File: config.mk
export PLATFORM = sky130hd
export DESIGN_NAME = pfx_unit
export DESIGN_NICKNAME = d
export VERILOG_FILES = /design/src/rtl/pfx_pkg.sv /design/src/rtl/pfx_decode.sv /design/src/rtl/pfx_rotshift.sv /design/src/rtl/pfx_bitop.sv /design/src/rtl/pfx_unit.sv
export SDC_FILE = /design/constraint.sdc
export NUM_CORES = 1
export LEC_CHECK = 0
export BUFFER_PORTS_ARGS = -buffer_cell sky130_fd_sc_hd__buf_4
export CORE_MARGIN = 1.5
export CORE_UTILIZATION = 35
export CTS_BUF_LIST = sky130_fd_sc_hd__clkbuf_8
export DETAILED_ROUTE_END_ITERATION = 16
export PLACE_DENSITY = 0.56
export SETUP_SLACK_MARGIN = 0.3
export SLEW_MARGIN = 0
export SYNTH_ARGS = -nofsm -noshare
export SYNTH_HDL_FRONTEND = slang
export SYNTH_SLANG_ARGS = --single-unit
File: constraint.sdc
create_clock -name clk -period 1.2 [get_ports clk]
set_input_delay 0.06 -clock clk [delete_from_list [all_inputs] [get_ports clk]]
set_output_delay 0.06 -clock clk [all_outputs]
set_load 0.05 [all_outputs]
File: src/rtl/pfx_pkg.sv
package pfx_pkg;
    localparam int DW      = 8;
    localparam int SEL_W   = 3;
    localparam int BITN_W  = $clog2(DW);
    localparam logic [SEL_W-1:0] SEL_MEM = 3'd6;

    typedef enum logic [1:0] {
        GRP_SHIFT = 2'b00,
        GRP_TEST  = 2'b01,
        GRP_CLR   = 2'b10,
        GRP_SET   = 2'b11
    } grp_e;

    typedef enum logic [2:0] {
        K_RLC  = 3'd0,
        K_RRC  = 3'd1,
        K_RL   = 3'd2,
        K_RR   = 3'd3,
        K_SLA  = 3'd4,
        K_SRA  = 3'd5,
        K_SWAP = 3'd6,
        K_SRL  = 3'd7
    } kind_e;

    typedef struct packed {
        logic z;
        logic n;
        logic h;
        logic c;
    } flags_t;

    typedef struct packed {
        grp_e              grp;
        kind_e             kind;
        logic [BITN_W-1:0] bitn;
        logic [SEL_W-1:0]  sel;
        logic              is_mem;
    } dec_t;
endpackage

File: src/rtl/pfx_decode.sv
module pfx_decode
    import pfx_pkg::*;
(
    input  logic [7:0] code,
    output dec_t       dec
);
    always_comb begin
        dec.grp    = grp_e'(code[7:6]);
        dec.kind   = kind_e'(code[5:3]);
        dec.bitn   = code[5:3];
        dec.sel    = code[2:0];
        dec.is_mem = (code[2:0] == SEL_MEM);
    end
endmodule

File: src/rtl/pfx_rotshift.sv
module pfx_rotshift
    import pfx_pkg::*;
#(
    parameter int W = DW
) (
    input  kind_e        kind,
    input  logic [W-1:0] a,
    input  logic         cin,
    output logic [W-1:0] res,
    output logic         cout
);
    localparam int HALF = W / 2;

    always_comb begin
        res  = a;
        cout = 1'b0;
        unique case (kind)
            K_RLC: begin
                res  = {a[W-2:0], a[W-1]};
                cout = a[W-1];
            end
            K_RRC: begin
                res  = {a[0], a[W-1:1]};
                cout = a[0];
            end
            K_RL: begin
                res  = {a[W-2:0], cin};
                cout = a[W-1];
            end
            K_RR: begin
                res  = {cin, a[W-1:1]};
                cout = a[0];
            end
            K_SLA: begin
                res  = {a[W-2:0], 1'b0};
                cout = a[W-1];
            end
            K_SRA: begin
                res  = {a[W-1], a[W-1:1]};
                cout = a[0];
            end
            K_SWAP: begin
                res  = {a[HALF-1:0], a[W-1:HALF]};
                cout = 1'b0;
            end
            K_SRL: begin
                res  = {1'b0, a[W-1:1]};
                cout = a[0];
            end
            default: begin
                res  = a;
                cout = 1'b0;
            end
        endcase
    end
endmodule

File: src/rtl/pfx_bitop.sv
module pfx_bitop
    import pfx_pkg::*;
#(
    parameter int W  = DW,
    parameter int BW = $clog2(W)
) (
    input  grp_e          grp,
    input  logic [BW-1:0] bitn,
    input  logic [W-1:0]  a,
    output logic [W-1:0]  res,
    output logic          bit_val
);
    logic [W-1:0] hot;

    for (genvar i = 0; i < W; i++) begin : g_hot
        assign hot[i] = (bitn == BW'(i));
    end

    always_comb begin
        bit_val = |(a & hot);
        unique case (grp)
            GRP_CLR: res = a & ~hot;
            GRP_SET: res = a | hot;
            default: res = a;
        endcase
    end
endmodule

File: src/rtl/pfx_unit.sv
module pfx_unit
    import pfx_pkg::*;
#(
    parameter int TICK_W         = 5,
    parameter int TICKS_REG      = 8,
    parameter int TICKS_MEM_TEST = 12,
    parameter int TICKS_MEM      = 16
) (
    input  logic              clk,
    input  logic              rst_n,
    input  logic              op_valid,
    input  logic [7:0]        op_code,
    input  logic [DW-1:0]     opnd,
    input  logic [3:0]        flags_in,
    output logic              res_valid,
    output logic [DW-1:0]     result,
    output logic [3:0]        flags_out,
    output logic [SEL_W-1:0]  reg_sel,
    output logic              wr_en,
    output logic [TICK_W-1:0] ticks
);
    typedef struct packed {
        logic              valid;
        logic              wr;
        logic [DW-1:0]     res;
        flags_t            flags;
        logic [SEL_W-1:0]  sel;
        logic [TICK_W-1:0] ticks;
    } state_t;

    state_t st_d, st_q;
    dec_t   dec;
    flags_t fin;
    logic [DW-1:0] sh_res, bo_res;
    logic          sh_c, bo_bit;

    assign fin = flags_t'(flags_in);

    pfx_decode u_dec (
        .code (op_code),
        .dec  (dec)
    );

    pfx_rotshift #(.W(DW)) u_sh (
        .kind (dec.kind),
        .a    (opnd),
        .cin  (fin.c),
        .res  (sh_res),
        .cout (sh_c)
    );

    pfx_bitop #(.W(DW)) u_bo (
        .grp     (dec.grp),
        .bitn    (dec.bitn),
        .a       (opnd),
        .res     (bo_res),
        .bit_val (bo_bit)
    );

    always_comb begin
        st_d       = st_q;
        st_d.valid = op_valid;
        st_d.wr    = 1'b0;
        if (op_valid) begin
            st_d.sel = dec.sel;
            if (!dec.is_mem)
                st_d.ticks = TICK_W'(TICKS_REG);
            else if (dec.grp == GRP_TEST)
                st_d.ticks = TICK_W'(TICKS_MEM_TEST);
            else
                st_d.ticks = TICK_W'(TICKS_MEM);
            unique case (dec.grp)
                GRP_SHIFT: begin
                    st_d.res     = sh_res;
                    st_d.wr      = 1'b1;
                    st_d.flags.z = (sh_res == '0);
                    st_d.flags.n = 1'b0;
                    st_d.flags.h = 1'b0;
                    st_d.flags.c = sh_c;
                end
                GRP_TEST: begin
                    st_d.res     = opnd;
                    st_d.wr      = 1'b0;
                    st_d.flags.z = ~bo_bit;
                    st_d.flags.n = 1'b0;
                    st_d.flags.h = 1'b1;
                    st_d.flags.c = fin.c;
                end
                default: begin
                    st_d.res   = bo_res;
                    st_d.wr    = 1'b1;
                    st_d.flags = fin;
                end
            endcase
        end
    end

    always_ff @(posedge clk or negedge rst_n) begin
        if (!rst_n) st_q <= '0;
        else        st_q <= st_d;
    end

    assign res_valid = st_q.valid;
    assign wr_en     = st_q.wr;
    assign result    = st_q.res;
    assign flags_out = st_q.flags;
    assign reg_sel   = st_q.sel;
    assign ticks     = st_q.ticks;
endmodule

; ---- After elaboration in Yosys (flattened, before gate mapping)
; Cells that the tools add are included.
[word_totals]
register_bits = 22
output_inout_bits = 22
[op_classes]
n_eq_ne = 11
mux = 7
bitwise = 5
n_reduce_logical = 6
[ops]
columns = cell, n
row1 = $pmux W8 S8, 1
row2 = $pmux W13 S2, 1
row3 = $mux W21, 1
row4 = $and A8 B8 Y8, 2
row5 = $pmux W8 S2, 1
row6 = $eq A3 B3 Y1 const B, 5
row7 = $mux W5, 2
row8 = $logic_not A8 Y1, 1
row9 = $not A8 Y8, 1
row10 = $or A8 B8 Y8, 1
row11 = $reduce_or A8 Y1, 1
row12 = $eq A3 B2 Y1 const B, 2
row13 = $eq A2 B2 Y1 const B, 2
row14 = $reduce_or A4 Y1, 1
row15 = $eq A3 B1 Y1 const B, 1
row16 = $logic_not A3 Y1, 1
row17 = $pmux W1 S3, 1
row18 = $reduce_or A3 Y1, 1
row19 = $eq A2 B1 Y1 const B, 1
row20 = $logic_not A2 Y1, 1
row21 = $not A1 Y1, 1

; ---- Longest topological paths before layout
[depth]
ltp_word = 6
mapped_depth = 8

; ---- Hierarchy
; From an unflattened synthesis, not the netlist that was laid out.
[unflattened]
cells_unflattened = 156
area_unflattened_um2 = 1554.0
[by_module_without_submodules]
columns = mod, instances, cells_each, area_each_um2
row1 = pfx_unit, 1, 89, 980.9
row2 = pfx_bitop, 1, 22, 259.0
row3 = pfx_rotshift, 1, 33, 222.7
row4 = pfx_decode, 1, 12, 91.3

; ---- Worst setup path before layout
; No wires, ideal clock.
[synth_path]
path_kind = register to register
startpoint = reg flags_out[3] (netlist name)
endpoint = reg st_q, in the netlist flags_out[3]
setup_time_ps = 120
arrival_ps = 1102
path_slack_ps = -22
path_stages_with_launch = 4
synth_period_minus_slack_ps = 1222
cell_sequence = dfrtp_1 > nor2_1 > and4b_1 > a41o_1
[synth_rtl]
columns = element, line_no
row1 = end signal: assignment, pfx_unit.sv:100  ; else st_q <= st_d;
row2 = end: declaration, pfx_unit.sv:31  ; state_t st_d, st_q;

==> metrics.yaml <==
arrival_ps: 1180
drc: 0
post-route-period-util_pct: 85.8
hold_viol_final: 0
grt_max_degree: 27
antenna_cells: 0
final_common_cell: "buf_4"
clock_sinks: 20
drive_gt1_share_pct: 48.7
core_area_um2: 3970
num_vias: 1556
drt_pass1_iterations: 4
std_cell_rows: 23
synth_flop_cell: "dfrtp_1"
start_kind: "flip-flop"
place_hpwl_um: 3240
post_drt_wl_per_cell_um: 17.2
antenna_found_initial: 0
timing.fmax_mhz: 971
yosys_warnings: 0
pwr-share-seq_pct: 33.8
path_clk_slew_ps: 70
cts_buffers: 3
hp-class: "in -> reg"
synth-edff-count: 0
htreeDepth: 1
path_cells: "nor2_2 > and4b_1 > a41o_1"
slew_violations: 0
fin_util_pct: 59.9
preCtsSetupSlack_ps: -169
switching_share_pct: 36.3
crit_type: "reg -> reg"
grt_setup_unrepaired: "true"
leakagePower_nw: 1.07
dieArea_um2: 4500
p_clk_share_pct: 22.3
cp_data_required_time_ps: 1350
clock-skew-final_ps: 0
crit_path_top_delay_cell: "dfrtp_2"
syn_area_um2: 1440
die_w_um: 67.1
clockBufferDepth: 2
yosysTopAreaCellShare_pct: 34.8
period_needed_ps: 1030
grt_util_all_layers_pct: 21.7
ant_nets: 0
cts_tree: "done"
end_kind: "flip-flop"
cts_root_buffer: "clkbuf_8"
combinationalPowerShare_pct: 44.0
place.gp.congestion: 0.873
layout_setup_ws_ps: 170
outcome: "finished, final reports clean"
drtIter0Drc: 158
synth_area_leaders: "dfrtp_1, mux2i_1, nor2_1, nand2_1, a21oi_1"
dieHeight_um: 67.1
p_int_mw: 1.49
vias_per_cell: 5.52
max_stage_delay_ps: 410
holdWs_ps: 41.6
synthCells: 165
cp_max_fo: 2
synth_area_per_cell_um2: 8.71
synth-seq-area-share_pct: 34.8
grt_pass1_wl_um: 7410
area_growth_pct: 65.5
finalSetupTns_ps: 0
crit_family: "flip-flops"
powerDensity_nw_per_um2: 981
ios: 45
setup_violations: 0
grt_remaining_overflow: 0
ir_drop_uv: 1020
final_cell_mix: "buf_4, buf_6, nor2_1"
routed_wl_um: 4850
worst-path-buf-inv: 0
synth_seq_cells: 20
maxCapViolCount: 0
p_total_mw: 2.33
clk_latency_ps: 260
fillers: 364
synth_top_cell_by_area: "dfrtp_1"
nNetsFinal: 256
ys_types: 47
start_util_pct: 36.2
io_buffers: 42
ys_async_sr_fraction_pct: 100
switchingPower_mw: 0.846
grt_pass1_vias: 1478
[stage by stage]
step	cells	instance area, um^2
final	282	2380
after floorplan	166	1480
after detailed placement	266	1930
after CTS	279	2280
after global placement	266	1930
after global routing	282	2380
[logic make-up after synthesis]
group	count (synthesis)	synth area share [%]
AO/OA/AOI/OAI	53	26.0
multiplexers	15	11.0
AND/OR/NAND/NOR	56	19.5
other	1	0.261
flip-flops	20	34.8
buffers and inverters	20	8.45
[worst register-to-register path, stage by stage, from the launching register on]
cell	delay, ps
dfrtp_2	410
nor2_2	100
and4b_1	210
a41o_1	210
[synth_stat cells, types with 5 or more instances]
library cell  instances
dfrtp_1              20
nor2_1               18
nand2_1              14
a21oi_1              10
mux2i_1               9
o21ai_0               7
o21ai_1               6
nand3_1               5
nor2b_1               5
o211ai_1              5
[registers in the layout, indices dropped and copies added, names as in the netlist]
signal / flops
res_valid: 1
ticks: 3
wr_en: 1
flags_out: 4
result: 8
reg_sel: 3
[routing by layer]
metal / track usage [%] / routed length, um / share of wire (%)
met1: 29.8 / 2120 / 44
met3: 3.89 / 246 / 5.1
met5: 0 / 0 / 0
met4: 2.55 / 30 / 0.62
met2: 36.3 / 2450 / 51
[layout make-up]
| type | instances | area, um^2 | area share [%] |
|---|---|---|---|
| multi-input combinational | 126 | 962 | 40.5 |
| timing repair buffer | 78 | 776 | 32.6 |
| sequential | 20 | 507 | 21.3 |
| tap | 50 | 62.6 | 2.63 |
| clock buffer | 4 | 55.1 | 2.32 |
| inverter | 4 | 15.0 | 0.632 |
[power groups by stage]
| stage | clock network [mW] | logic (mW) | registers (mW) |
|---|---|---|---|
| 2_1_floorplan | 0 | 0.299 | 1.02 |
| 3_3_place_gp | 0 | 0.831 | 0.786 |
| 3_5_place_dp | 0 | 0.839 | 0.788 |
| 4_1_cts | 0.532 | 0.962 | 0.785 |
| 5_1_grt | 0.547 | 1.08 | 0.796 |
| 6_report | 0.519 | 1.03 | 0.787 |
[path summary, 6_finish.rpt]
| path | start | to | slack [ps] | cells after the start |
|---|---|---|---|---|
| worst max-delay path | flags_out[3] | flags_out[3] | 170 | 3 |
| worst min-delay path | flags_in[2] | flags_out[2] | 40 | 3 |
| worst max register to register | flags_out[3] | flags_out[3] | 170 | 3 |
| worst min register to register | ticks[3] | ticks[3] | 520 | 1 |
| max in group asynchronous | rst_n | flags_out[3] | 750 | 2 |
| min in group asynchronous | rst_n | result[1] | 210 | 2 |
[what timing repair did]
| action | in CTS | in global routing |
|---|---|---|
| endpoints found under the setup margin | 22 | 23 |
| gates cloned | 2 | 0 |
| hold endpoints to repair | 20 | 0 |
| gates resized for setup | 47 | 16 |
| buffers inserted | 6 | 3 |
| pin swaps | 14 | 11 |
| hold buffers | 1 | 0 |
Note: power is estimated with default switching activity, not from simulation.
